`config.mk`:
```
export PLATFORM = sky130hd
export DESIGN_NAME = uart9_addr_rx
export DESIGN_NICKNAME = d
export VERILOG_FILES = /design/src/rtl/uart9_pkg.sv /design/src/rtl/uart9_baud_gen.sv /design/src/rtl/uart9_rx_shift.sv /design/src/rtl/uart9_rx_fifo.sv /design/src/rtl/uart9_addr_rx.sv
export SDC_FILE = /design/constraint.sdc
export NUM_CORES = 1
export LEC_CHECK = 0
export CAP_MARGIN = 10
export CORE_UTILIZATION = 30
export DETAILED_ROUTE_END_ITERATION = 10
export GPL_TIMING_DRIVEN = 0
export SYNTH_ARGS = -nofsm -noshare
export SYNTH_HDL_FRONTEND = slang
export SYNTH_SLANG_ARGS = --single-unit
```
`constraint.sdc`:
```
create_clock -name clk -period 2.79 [get_ports clk]
set_clock_uncertainty 0.05 [all_clocks]
set_input_delay 0.279 -clock clk [delete_from_list [all_inputs] [get_ports clk]]
set_output_delay 0.279 -clock clk [all_outputs]
set_load 0.01 [all_outputs]
```
`src/rtl/uart9_pkg.sv`:
```
package uart9_pkg;
    localparam int OSR_FAST = 16;
    localparam int OSR_SLOW = 64;
    localparam int PH_W     = $clog2(OSR_SLOW);

    typedef enum logic [1:0] {ST_IDLE, ST_START, ST_DATA, ST_STOP} rx_state_e;

    typedef struct packed {
        logic       ferr;
        logic       bit8;
        logic [7:0] data;
    } rx_word_t;

    localparam int WORD_W = $bits(rx_word_t);
endpackage

```
`src/rtl/uart9_baud_gen.sv`:
```
module uart9_baud_gen #(
    parameter int DIV_W = 8
) (
    input  logic             clk,
    input  logic             rst_n,
    input  logic             en,
    input  logic [DIV_W-1:0] divisor,
    output logic             tick
);
    typedef struct packed {
        logic [DIV_W-1:0] cnt;
    } bg_t;

    bg_t s_d, s_q;

    always_comb begin
        s_d = s_q;
        tick = 1'b0;
        if (!en) begin
            s_d.cnt = '0;
        end else if (s_q.cnt >= divisor) begin
            s_d.cnt = '0;
            tick = 1'b1;
        end else begin
            s_d.cnt = s_q.cnt + 1'b1;
        end
    end

    always_ff @(posedge clk or negedge rst_n) begin
        if (!rst_n) s_q <= '0;
        else        s_q <= s_d;
    end

    // the counter restarts from zero whenever the receiver is off
    a_r1_cnt_cleared_when_off: assert property (@(posedge clk) disable iff (!rst_n)
        !en |=> (s_q.cnt == '0));
endmodule

```
`src/rtl/uart9_rx_shift.sv`:
```
module uart9_rx_shift
    import uart9_pkg::*;
(
    input  logic     clk,
    input  logic     rst_n,
    input  logic     en,
    input  logic     tick,
    input  logic     fast,
    input  logic     nine,
    input  logic     rxd,
    output logic     done,
    output rx_word_t word
);
    typedef struct packed {
        rx_state_e        st;
        logic [1:0]       sync;
        logic             prev;
        logic [PH_W-1:0]  phase;
        logic [1:0]       votes;
        logic [3:0]       bitcnt;
        logic [8:0]       sr;
        logic             done;
        rx_word_t         word;
    } sh_t;

    sh_t s_d, s_q;

    logic            line;
    logic [PH_W-1:0] ph_last, ph_mid;
    logic [1:0]      vote_sum;
    logic            bitval;
    logic            sampling;

    assign line     = s_q.sync[1];
    assign ph_last  = fast ? PH_W'(OSR_FAST - 1) : PH_W'(OSR_SLOW - 1);
    assign ph_mid   = fast ? PH_W'(OSR_FAST / 2) : PH_W'(OSR_SLOW / 2);
    assign sampling = (s_q.phase == ph_mid - 1'b1) || (s_q.phase == ph_mid) ||
                      (s_q.phase == ph_mid + 1'b1);
    assign vote_sum = s_q.votes + {1'b0, line};
    assign bitval   = vote_sum >= 2'd2;

    always_comb begin
        s_d      = s_q;
        s_d.done = 1'b0;
        s_d.sync = {s_q.sync[0], rxd};
        s_d.prev = line;
        if (!en) begin
            s_d.st     = ST_IDLE;
            s_d.phase  = '0;
            s_d.votes  = '0;
            s_d.bitcnt = '0;
        end else if (s_q.st == ST_IDLE) begin
            if (s_q.prev && !line) begin
                s_d.st    = ST_START;
                s_d.phase = '0;
                s_d.votes = '0;
            end
        end else if (tick) begin
            s_d.phase = s_q.phase + 1'b1;
            if (sampling) s_d.votes = vote_sum;
            if (s_q.phase == ph_mid + 1'b1) begin
                case (s_q.st)
                    ST_START: if (bitval) s_d.st = ST_IDLE;
                    ST_DATA: begin
                        s_d.sr     = {bitval, s_q.sr[8:1]};
                        s_d.bitcnt = s_q.bitcnt + 1'b1;
                    end
                    ST_STOP: begin
                        s_d.done      = 1'b1;
                        s_d.word.ferr = !bitval;
                        s_d.word.bit8 = nine ? s_q.sr[8] : 1'b0;
                        s_d.word.data = nine ? s_q.sr[7:0] : s_q.sr[8:1];
                        s_d.st        = ST_IDLE;
                    end
                    default: ;
                endcase
            end
            if (s_q.phase == ph_last) begin
                s_d.phase = '0;
                s_d.votes = '0;
                if (s_q.st == ST_START) begin
                    s_d.st     = ST_DATA;
                    s_d.bitcnt = '0;
                end else if (s_q.st == ST_DATA &&
                             s_q.bitcnt == (nine ? 4'd9 : 4'd8)) begin
                    s_d.st = ST_STOP;
                end
            end
        end
    end

    always_ff @(posedge clk or negedge rst_n) begin
        if (!rst_n) begin
            s_q      <= '0;
            s_q.st   <= ST_IDLE;
            s_q.sync <= 2'b11;
            s_q.prev <= 1'b1;
        end else begin
            s_q <= s_d;
        end
    end

    assign done = s_q.done;
    assign word = s_q.word;

    // a disabled receiver is back in idle on the next cycle
    a_r2_idle_when_off: assert property (@(posedge clk) disable iff (!rst_n)
        !en |=> (s_q.st == ST_IDLE));
    // a frame completion is a single-cycle event
    a_r7_done_single: assert property (@(posedge clk) disable iff (!rst_n)
        done |=> !done);
    // a frame only completes from the stop state
    a_r11_done_from_stop: assert property (@(posedge clk) disable iff (!rst_n)
        s_d.done |-> (s_q.st == ST_STOP));
endmodule

```
`src/rtl/uart9_rx_fifo.sv`:
```
module uart9_rx_fifo #(
    parameter int DEPTH = 2,
    parameter int W     = 10
) (
    input  logic                       clk,
    input  logic                       rst_n,
    input  logic                       push,
    input  logic [W-1:0]               wdata,
    input  logic                       pop,
    output logic [W-1:0]               rdata,
    output logic                       empty,
    output logic                       full,
    output logic [$clog2(DEPTH+1)-1:0] level
);
    localparam int AW = (DEPTH > 1) ? $clog2(DEPTH) : 1;
    localparam int LW = $clog2(DEPTH + 1);

    typedef struct packed {
        logic [DEPTH-1:0][W-1:0] mem;
        logic [AW-1:0]           wp;
        logic [AW-1:0]           rp;
        logic [LW-1:0]           cnt;
    } ff_t;

    ff_t s_d, s_q;
    logic do_push, do_pop;

    assign empty   = (s_q.cnt == '0);
    assign full    = (s_q.cnt == LW'(DEPTH));
    assign do_push = push && !full;
    assign do_pop  = pop && !empty;

    function automatic logic [AW-1:0] inc_ptr(input logic [AW-1:0] p);
        return (p == AW'(DEPTH - 1)) ? '0 : p + 1'b1;
    endfunction

    always_comb begin
        s_d = s_q;
        if (do_push) begin
            s_d.mem[s_q.wp] = wdata;
            s_d.wp          = inc_ptr(s_q.wp);
        end
        if (do_pop) s_d.rp = inc_ptr(s_q.rp);
        s_d.cnt = s_q.cnt + LW'(do_push) - LW'(do_pop);
    end

    always_ff @(posedge clk or negedge rst_n) begin
        if (!rst_n) s_q <= '0;
        else        s_q <= s_d;
    end

    assign rdata = s_q.mem[s_q.rp];
    assign level = s_q.cnt;

    // never written beyond capacity
    a_r10_no_overflow: assert property (@(posedge clk) disable iff (!rst_n)
        push |-> !full);
    // occupancy stays within the depth
    a_r10_level_bound: assert property (@(posedge clk) disable iff (!rst_n)
        s_q.cnt <= LW'(DEPTH));
endmodule

```
`src/rtl/uart9_addr_rx.sv`:
```
module uart9_addr_rx
    import uart9_pkg::*;
#(
    parameter int DIV_W  = 8,
    parameter int QDEPTH = 2
) (
    input  logic             clk,
    input  logic             rst_n,
    input  logic             port_en,
    input  logic             sync_mode,
    input  logic             rx_enable,
    input  logic             nine_bit_en,
    input  logic             addr_filter_en,
    input  logic             fast_sel,
    input  logic [DIV_W-1:0] divisor,
    input  logic             irq_en,
    input  logic             rxd,
    input  logic             rd_pop,
    output logic [7:0]       rx_byte,
    output logic             rx_bit8,
    output logic             rx_ferr,
    output logic             ovr_err,
    output logic             rx_ready,
    output logic             irq
);
    localparam int LW = $clog2(QDEPTH + 1);

    typedef struct packed {
        logic ovr;
    } top_t;

    top_t s_d, s_q;

    logic          rx_on, tick, frame_done, keep, push, q_empty, q_full;
    rx_word_t      frame, head;
    logic [LW-1:0] q_level;

    assign rx_on = port_en && !sync_mode && rx_enable;

    uart9_baud_gen #(.DIV_W(DIV_W)) u_baud (
        .clk(clk), .rst_n(rst_n), .en(rx_on), .divisor(divisor), .tick(tick)
    );

    uart9_rx_shift u_shift (
        .clk(clk), .rst_n(rst_n), .en(rx_on), .tick(tick), .fast(fast_sel),
        .nine(nine_bit_en), .rxd(rxd), .done(frame_done), .word(frame)
    );

    always_comb begin
        s_d  = s_q;
        keep = frame_done && !(addr_filter_en && nine_bit_en && !frame.bit8);
        push = keep && !s_q.ovr && !q_full;
        if (!rx_enable)                  s_d.ovr = 1'b0;
        else if (keep && q_full)         s_d.ovr = 1'b1;
    end

    always_ff @(posedge clk or negedge rst_n) begin
        if (!rst_n) s_q <= '0;
        else        s_q <= s_d;
    end

    uart9_rx_fifo #(.DEPTH(QDEPTH), .W(WORD_W)) u_fifo (
        .clk(clk), .rst_n(rst_n), .push(push), .wdata(frame), .pop(rd_pop),
        .rdata(head), .empty(q_empty), .full(q_full), .level(q_level)
    );

    assign rx_byte  = head.data;
    assign rx_bit8  = head.bit8;
    assign rx_ferr  = head.ferr;
    assign ovr_err  = s_q.ovr;
    assign rx_ready = !q_empty;
    assign irq      = rx_ready && irq_en;

    // overrun is sticky while reception stays enabled
    a_r8_ovr_sticky: assert property (@(posedge clk) disable iff (!rst_n)
        (ovr_err && rx_enable) |=> ovr_err);
    // dropping the receive enable clears overrun
    a_r9_ovr_cleared: assert property (@(posedge clk) disable iff (!rst_n)
        !rx_enable |=> !ovr_err);
    // a filtered data frame leaves the queue level unchanged
    a_r4_filtered_no_load: assert property (@(posedge clk) disable iff (!rst_n)
        (frame_done && addr_filter_en && nine_bit_en && !frame.bit8 && !rd_pop)
        |=> $stable(q_level));
    // no load while overrun is pending
    a_r8_no_load_in_ovr: assert property (@(posedge clk) disable iff (!rst_n)
        (ovr_err && !rd_pop) |=> (q_level <= $past(q_level)));
endmodule

```
Word level (Yosys, flattened, before mapping) --
Index checks and enable logic that the tools add are counted.
Word-level totals: output and inout bits 13, flip-flop bits (word level) 70, input bits 19, logic and storage cells 120
Operators by class: eq/ne operators 15, order comparisons 5, reductions and logical operators 31, bitwise operators 1, add/sub/neg operators 10, mux-type cells 40
Operators by type and width (number):
- 2-to-1 mux 24 bit | 2
- 2-to-1 mux 8 bit | 5
- 2-to-1 mux 32 bit | 1
- 2-to-1 mux 10 bit | 3
- == test 6 bit | 4
- 2-to-1 mux 12 bit | 2
- 2-to-1 mux 11 bit | 2
- bitwise mux 20 bit | 1
- 2-to-1 mux 2 bit | 10
- logical AND 1 bit | 14
- 2-to-1 mux 13 bit | 1
- adder 6 x 1 -> 6 bit (second input constant) | 2
- 2-to-1 mux 6 bit | 2
- demux 10 bit (select 1 bit) | 1
- AND reduction 5 bit | 2
- adder 8 x 1 -> 8 bit (second input constant) | 1
- greater-or-equal comparator 8 bit | 1
- zero test 1 bit | 8
- 2-to-1 mux 1 bit | 8
- == test 2 bit (second input constant) | 3
- subtractor 6 x 1 -> 6 bit (second input constant) | 1
- adder 2 x 1 -> 2 bit | 2
- adder 4 x 1 -> 4 bit (second input constant) | 1
- == test 4 bit | 1
- 18 further kinds | 24

Depth between registers and ports, before layout --
Gate-level depths: netlist (run 1).
word-level depth 11, mapped depth 8

Hierarchy --
A second synthesis (run 1) with hierarchy kept.
Unflattened totals: cells, all modules 333, area total of the unflattened synthesis 3754.9 µm²
Modules (own cells, without submodules):
- uart9_rx_shift | instances 1, area each 1978.1 µm², cells each 192
- uart9_rx_fifo | instances 1, area each 1124.8 µm², cells each 73
- uart9_baud_gen | instances 1, area each 571.8 µm², cells each 58
- uart9_addr_rx | instances 1, area each 80.1 µm², cells each 10

Least setup slack after synthesis (run 1) --
OpenSTA, ideal clock, no wires.
kind flip-flop to flip-flop, from register u_baud.s_q[0] (netlist bit), to register u_shift.s_q[11] (netlist bit), data required time 2.615 ns, setup slack 0.684 ns, cell stages (with the launch flop) 8, period minus slack after synthesis 2.106 ns, arrival time 1.932 ns, cells stage by stage dfrtp_1 -> inv_1 -> ha_1 -> nand2b_1 -> a2111oi_4 -> o31ai_4 -> nand3_2 -> mux2_2
Between the ends: word-level cells in the longest chain between the ends 4
Ends and longest elaborated chain:
- start, declared | RTL line uart9_baud_gen.sv:14 | bg_t s_d, s_q;
- start signal, assigned | RTL line uart9_baud_gen.sv:30 | if (!rst_n) s_q <= '0;
- start signal, assigned | RTL line uart9_baud_gen.sv:31 | else s_q <= s_d;
- greater-or-equal comparator 8 bit | RTL line uart9_baud_gen.sv:21 | end else if (s_q.cnt >= divisor) begin
- 2-to-1 mux 1 bit | RTL line uart9_baud_gen.sv:21
- 2-to-1 mux 1 bit | RTL line uart9_baud_gen.sv:19 | if (!en) begin
- AND reduction 5 bit (no source line)
- end, declared | RTL line uart9_rx_shift.sv:26 | sh_t s_d, s_q;
No other way between the ends. A chain may end at the register's enable or synchronous reset.

Final worst setup path (run 1) --
from register u_fifo.s_q[2] (netlist bit), to output rx_byte[6]
Between the ends: word-level cells in the longest chain between the ends 2
Ends and longest elaborated chain:
- start, declared | RTL line uart9_rx_fifo.sv:25 | ff_t s_d, s_q;
- start signal, assigned | RTL line uart9_rx_fifo.sv:48 | if (!rst_n) s_q <= '0;
- start signal, assigned | RTL line uart9_rx_fifo.sv:49 | else s_q <= s_d;
- 2-to-1 mux 10 bit (not written as such) (2 in a row) | RTL line uart9_rx_fifo.sv:52 | assign rdata = s_q.mem[s_q.rp];
- end, declared | RTL line uart9_addr_rx.sv:19 | output logic [7:0] rx_byte,
No other way between the ends. The select of a mux whose other input is x is not followed.

==> key figures, run 1 <==
Global route
  • Vias in the first global route: 2468
  • Global-route wire length before repair: 12300 um
  • Remaining Overflow, GRT: 0
  • Antenna violations before repair: 0
  • Tot GR Track Use: 12.5%
  • Pin count of the biggest net entering global routing: 71

Detailed routing
  • First-pass DRT Iterations: 9
  • DRC: 8
  • Via count: 2543
  • Avg WL per Cell: 14.1 um
  • Detailed Route WL: 7140 um
  • DRT antenna net count: 0
  • Vias/cell: 5.03
  • Iteration-0 DRC count of the detailed router: 150

Clocking
  • CTS max path bufs: 2
  • CTS tree: done
  • Clk Latency, worst-skew pair: 0.33 ns
  • Post-CTS Setup Bufs: 0
  • CTS Sinks: 70
  • Number of buffers created by CTS: 9
  • H-tree Lvls: 3
  • Resized Gates After CTS: 0
  • Root buffer cell: clkbuf_16
  • Hold_buf cts: 0
  • CTS clk-pin slew, worst paths: 0.05 ns

Die
  • I/O pins: 32
  • Die area: 0.0125 mm^2
  • FP Rows: 39
  • Starting Density: 31.2%
  • Die W: 112 um
  • Die H: 112 um
  • Core area: 0.0116 mm^2

Synthesis
  • Post-Synthesis Cells: 316
  • Ys flop type: dfrtp_1
  • Top cells by area, synth: dfrtp_1 46%, mux2_2 12%, ha_1 5.6%, mux2i_1 3.1%, a31oi_1 2.8%
  • Mapped Nets: 351
  • Post-synth top area cell: dfrtp_1
  • Post-synth EDFFs: 0
  • Post-Syn Area: 0.00361 mm^2
  • Synth cell types: 51
  • Mean Syn Cell Area: 11.4 um^2
  • Synth top area share: 46.5%
  • Flops & latches, synth: 70
  • YS warnings: 0
  • Sequential fraction of the synthesis area: 48.7%
  • Async S/R FF share, synth: 100%

Placed design
  • Dpl cells: 490
  • Placement Cell Area: 0.00409 mm^2
  • Setup Slack @ Placement: 0.106 ns
  • Placer Congestion: 0.795
  • DPL Wire Length: 5090 um
  • I/O Buffers: 31

Final layout
  • Fill count: 1125
  • Reg area: 0.00176 mm^2
  • Area of the multi-input gates: 0.00173 mm^2
  • ANT cells: 0
  • Non-Filler Instances: 506
  • Layout cells sized above 1: 20.7%
  • Nets: 393
  • Final core occ: 38.2%
  • Most common cell after layout, fill and taps aside: dfrtp_1
  • Final instance area: 0.00442 mm^2
  • Most frequent cells in the layout: 67 x dfrtp_1, 40 x mux2_2, 30 x clkdlybuf4s50_1
  • Area growth syn-to-layout: 22.5%

Critical path
  • Critical path arrival: 2.06 ns
  • Critical path class: reg2out
  • R2R Path Start: u_baud.s_q[0]
  • R2R setup slack: 0.42 ns
  • Crit Path Max Fanout: 10
  • CP Capture Type: output port
  • Worst setup path startpoint: u_fifo.s_q[2]
  • Critical path launch point type: flop
  • Worst EP required: 2.46 ns

Power
  • Sw Ratio: 22.6%
  • Switching pwr: 0.578 mW
  • Comb power frac: 9.9%
  • VDD IR max: 297 uV
  • Total power: 2.55 mW
  • Leak: 2.02 nW
  • Int Pwr: 1.97 mW
  • Power density cells: 578 mW/mm^2
  • Seq pwr share: 41.7%
  • Clock share of power: 48.4%

Min path
  • Hold Crit Class: in2async

Timing
  • Worst slew margin: 41.4%
  • Worst Max-Slew Pin Slew: 0.879 ns
  • Hold Slack: 0.00956 ns
  • Period utilisation layout: 85.5%
  • Period minus WS final: 2.39 ns
  • Setup Viol. Count Final: 0
  • RSZ-0062 raised after global routing: no
  • FMAX: 0.419 GHz
  • Final worst slack: 0.405 ns
  • Final setup TNS: 0 ns
  • Final hold violations: 0
  • Slew Limit Fails: 0

Status
  • Violated checks: design-rule violations
  • Status: complete, but fails checks

Run
  • Max Cap Viol: 0
[cells by family (layout without fill, tap and decap cells)]
group | Yosys count | count (layout) | share of synthesized area, %
compound gates | 56 | 56 | 11.4
xor+xnor | 12 | 12 | 2.91
fa+ha+maj | 16 | 16 | 5.55
buf+inv | 30 | 77 | 3.33
flops | 70 | 70 | 48.7
mux | 51 | 51 | 15.5
simple gates | 81 | 81 | 12.6
[per-layer routing]
metal / GRT usage (%) / wire [um] / up-vias
met3: 3.27 / 326 / 11
li1: - / - / 1232
met4: 6.04 / 148 / 0
met2: 19.9 / 3370 / 54
met1: 15.8 / 3300 / 1246
met5: 0 / 0 / -
[critical path, stage by stage, from the launching register on]
cell and delay, ns:
dfrtp_1 0.35, clkbuf_1 0.49, mux2_2 0.41, clkdlybuf4s50_1 0.48
[cell type report]
cell class	count	share of cell area (%)
inverter	22	1.87
sequential	70	39.7
buffer	8	0.850
tap	143	4.05
clock inverter	5	1.84
clock buffer	11	5.50
multi-input combinational	216	39.2
timing repair buffer	31	6.97
[flip-flops by register name, summed over array words and instances, names as in the netlist]
| name | count |
|---|---|
| u_shift.s_q | 24 |
| u_fifo.s_q | 22 |
| u_shift.word | 10 |
| u_baud.s_q | 8 |
| u_fifo.level | 2 |
| ovr_err | 1 |
| u_shift.done | 1 |
| u_shift.line | 1 |
| u_shift.s_d | 1 |
[Yosys cell counts (all sizes together) (2+ instances only)]
| cell type | count |
|---|---|
| nand2b | 3 |
| or2 | 3 |
| o21a | 4 |
| a31oi | 16 |
| a31o | 2 |
| ha | 16 |
| nand3b | 4 |
| o2111ai | 2 |
| o211ai | 2 |
| dfrtp | 67 |
| dfstp | 3 |
| clkbuf | 4 |
| mux2i | 11 |
| a22o | 2 |
| mux2 | 40 |
| xnor2 | 5 |
| nand3 | 17 |
| nor2b | 4 |
| xor2 | 7 |
| and3 | 6 |
| o21ai | 5 |
| buf | 4 |
| nor2 | 19 |
| nor3 | 2 |
| nand2 | 11 |
| a21oi | 12 |
| and2 | 4 |
| and3b | 2 |
| inv | 22 |
[power by group through the flow]
stage          clock (mW)  sequential (mW)  combinational [mW]
2_1_floorplan           0             1.08               0.156
3_3_place_gp            0             1.08               0.253
3_5_place_dp            0             1.08               0.258
4_1_cts              1.26             1.06               0.259
5_1_grt              1.30             1.07               0.289
6_report             1.23             1.06               0.253
[final timing paths]
check,endpoint,cells past startpoint
worst min-delay path,u_shift.s_q[25],1
min in group clk,u_shift.line,0
worst min register to register,u_shift.line,0
worst max-delay path,rx_byte[6],3
max in group asynchronous,u_fifo.s_q[3],1
worst max register to register,u_shift.s_q[14],7
(Power assumes the default switching activity.)
==> run 2, diff against run 1 <==
CAP_MARGIN = 20   (was 10)
==> results of run 2 <==
Same layout as run 1: the final DEF is identical, and so are final timing and power.
==> run 3, diff against run 2 <==
SYNTH_HIERARCHICAL = 1   (was default)
==> run 3 against run 2 <==
- first-iteration DRC count shrank 49%
- highest routed layer unchanged
- non-clock buffer count grew 12
- fmax is 10% lower
- power shrank 5.5%
- largest cell class is now multi-input combinational cells
- final cell count rose by 7.9%
- final area grew 3.7%
- critical endpoint is now u_shift/word[9]
- synthesized area rose by 3.7%
- the run now ends clean
==> key figures, run 3 <==
Detailed routing
  • Iteration-0 DRC count of the detailed router: 76 (-49%)
  • Vias/cell: 4.54 (-9.6%)
  • Detailed Route WL: 6620 um (-7.2%)
  • DRT antenna net count: 0 (unchanged)
  • Via count: 2481 (-2.4%)
  • DRC: 0 (-8)
  • Avg WL per Cell: 12.1 um (-14%)
  • First-pass DRT Iterations: 4 (-5)

Synthesis
  • Mapped Nets: 366 (+4.3%)
  • Post-Synthesis Cells: 331 (+4.7%)
  • Post-Syn Area: 0.00374 mm^2 (+3.7%)
  • YS warnings: 6 (+6)
  • Mean Syn Cell Area: 11.3 um^2 (-0.99%)

Placed design
  • Placement Cell Area: 0.00426 mm^2 (+4.0%)
  • I/O Buffers: 31 (unchanged)
  • DPL Wire Length: 4730 um (-6.9%)
  • Placer Congestion: 0.791 (-0.45%)
  • Setup Slack @ Placement: -0.531 ns (-0.637 ns)
  • Dpl cells: 530 (+8.2%)

Final layout
  • ANT cells: 0 (unchanged)
  • Final instance area: 0.00458 mm^2 (+3.7%)
  • Max FFs per register: 24 (unchanged)
  • Largest reg by FF count: u_shift/s_q
  • Fill count: 1202 (+6.8%)
  • Area growth syn-to-layout: 22.5% (about the same)
  • Most frequent cells in the layout: 67 x dfrtp_1, 30 x clkdlybuf4s50_1, 27 x nand2_1
  • Non-Filler Instances: 546 (+7.9%)
  • Layout cells sized above 1: 25.1% (+4.5 points)
  • Nets: 408 (+3.8%)
  • Most common cell after layout, fill and taps aside: dfrtp_1

Power
  • VDD IR max: 228 uV (-23%)
  • Leak: 2.12 nW (+4.6%)
  • Total power: 2.41 mW (-5.5%)
  • Power density cells: 527 mW/mm^2 (-8.8%)

Die
  • Starting Density: 31.0% (-0.17 points)
  • Die H: 114 um (+1.8%)
  • Die area: 0.0129 mm^2 (+3.6%)
  • Core area: 0.0121 mm^2 (+4.3%)
  • Die W: 114 um (+1.8%)
  • I/O pins: 32 (unchanged)
  • FP Rows: 40 (+2.6%)

Timing
  • Worst Max-Slew Pin Slew: 0.865 ns (-0.0138 ns)
  • Worst slew margin: 42.3% (+0.92 points)
  • Period utilisation layout: 95.0% (+9.5 points)
  • Final worst slack: 0.140 ns (-0.265 ns)
  • Period minus WS final: 2.65 ns (+0.265 ns)
  • FMAX: 0.377 GHz (-10%)
  • Setup Viol. Count Final: 0 (unchanged)
  • Final hold violations: 0 (unchanged)
  • Slew Limit Fails: 0 (unchanged)

Critical path
  • Critical path launch point type: flop
  • Crit Path Max Fanout: 10 (unchanged)
  • Critical path arrival: 2.80 ns (+0.74 ns)
  • Reg2Reg Depth: 10 (+3)
  • CP Capture Type: flop
  • Critical path class: reg2reg
  • Worst EP required: 2.94 ns (+0.48 ns)

Clocking
  • Root buffer cell: clkbuf_16
  • CTS Sinks: 70 (unchanged)
  • H-tree Lvls: 3 (unchanged)
  • CTS clk-pin slew, worst paths: 0.06 ns (about the same)
  • Clk Latency, worst-skew pair: 0.33 ns (about the same)
  • CTS tree: done
  • Number of buffers created by CTS: 9 (unchanged)
  • Hold_buf cts: 0 (unchanged)
  • CTS max path bufs: 2 (unchanged)
  • Post-CTS Setup Bufs: 0 (unchanged)

Status
  • Status: complete, no violations

Min path
  • Hold Crit Class: in2async

Global route
  • Pin count of the biggest net entering global routing: 71 (unchanged)
  • Global-route wire length before repair: 12000 um (-1.9%)
  • Remaining Overflow, GRT: 0 (unchanged)
  • Tot GR Track Use: 11.8% (-0.75 points)
  • Antenna violations before repair: 0 (unchanged)
  • Vias in the first global route: 2576 (+4.4%)

Run
  • Max Cap Viol: 0 (unchanged)
## run 3: worst paths after layout
path                              endpoint  slack, ns       startpoint
max in group asynchronous    u_baud/s_q[1]       2.12            rst_n
min in group clk           u_shift/s_d[34]       0.30              rxd
hold reg to reg               u_shift/line       0.31  u_shift/s_d[34]
hold / removal               u_fifo/s_q[2]       0.01            rst_n
setup reg to reg           u_shift/word[9]       0.14    u_baud/s_q[2]
setup / recovery           u_shift/word[9]       0.14    u_baud/s_q[2]
## run 3: through the flow
step	setup TNS [ns]	hold WS [ns]	utilization (%)
after floorplan	0	-0.0666	-
after global placement	-75.38	0.296	35.3
after detailed placement	-9.50	0.302	35.3
after CTS	0	0.0485	37.8
after global routing	-0.00603	0.0967	38.0
final	0	0.0110	38.0
## run 3: per-layer routing
layer  vias up  share of wire (%)  track usage [%]
met5         -                  0                0
met4         0                1.5             4.47
met3         7                3.8             3.35
met2        42                 48             20.0
met1      1202                 47             14.2
li1       1230                  -                -
## run 3: final cells by class
type / instances / area (um^2) / share of cell area (%)
well taps: 168 / 210 / 4.59
clock buffers: 9 / 225 / 4.92
inverters: 21 / 78.8 / 1.72
clock inverters: 7 / 63.8 / 1.39
plain buffers: 20 / 156 / 3.41
multi-input cells: 220 / 1780 / 38.9
repair buffers: 31 / 308 / 6.72
flip-flops and latches: 70 / 1760 / 38.3
## run 3: worst max-delay path, cell delays in order, from the launching register on
cell	delay (ns)
dfrtp_1	0.44
ha_1	0.22
or4_4	0.52
a21oi_4	0.17
o31ai_1	0.09
and2_1	0.18
clkbuf_2	0.20
and3_1	0.22
nand4_1	0.13
clkbuf_4	0.21
o21ai_0	0.10
## run 3: report_power, final
| part | internal, mW | leakage (nW) | switching (mW) |
|---|---|---|---|
| logic | 0.120 | 1.02 | 0.132 |
| clock network | 0.621 | 0.136 | 0.475 |
| registers | 1.04 | 0.960 | 0.0197 |
| total | 1.79 | 2.12 | 0.627 |
## run 3: timing repair
item	in CTS	in global routing
setup endpoints to repair	17	19
pin swaps	0	0
gates resized for setup	6	10
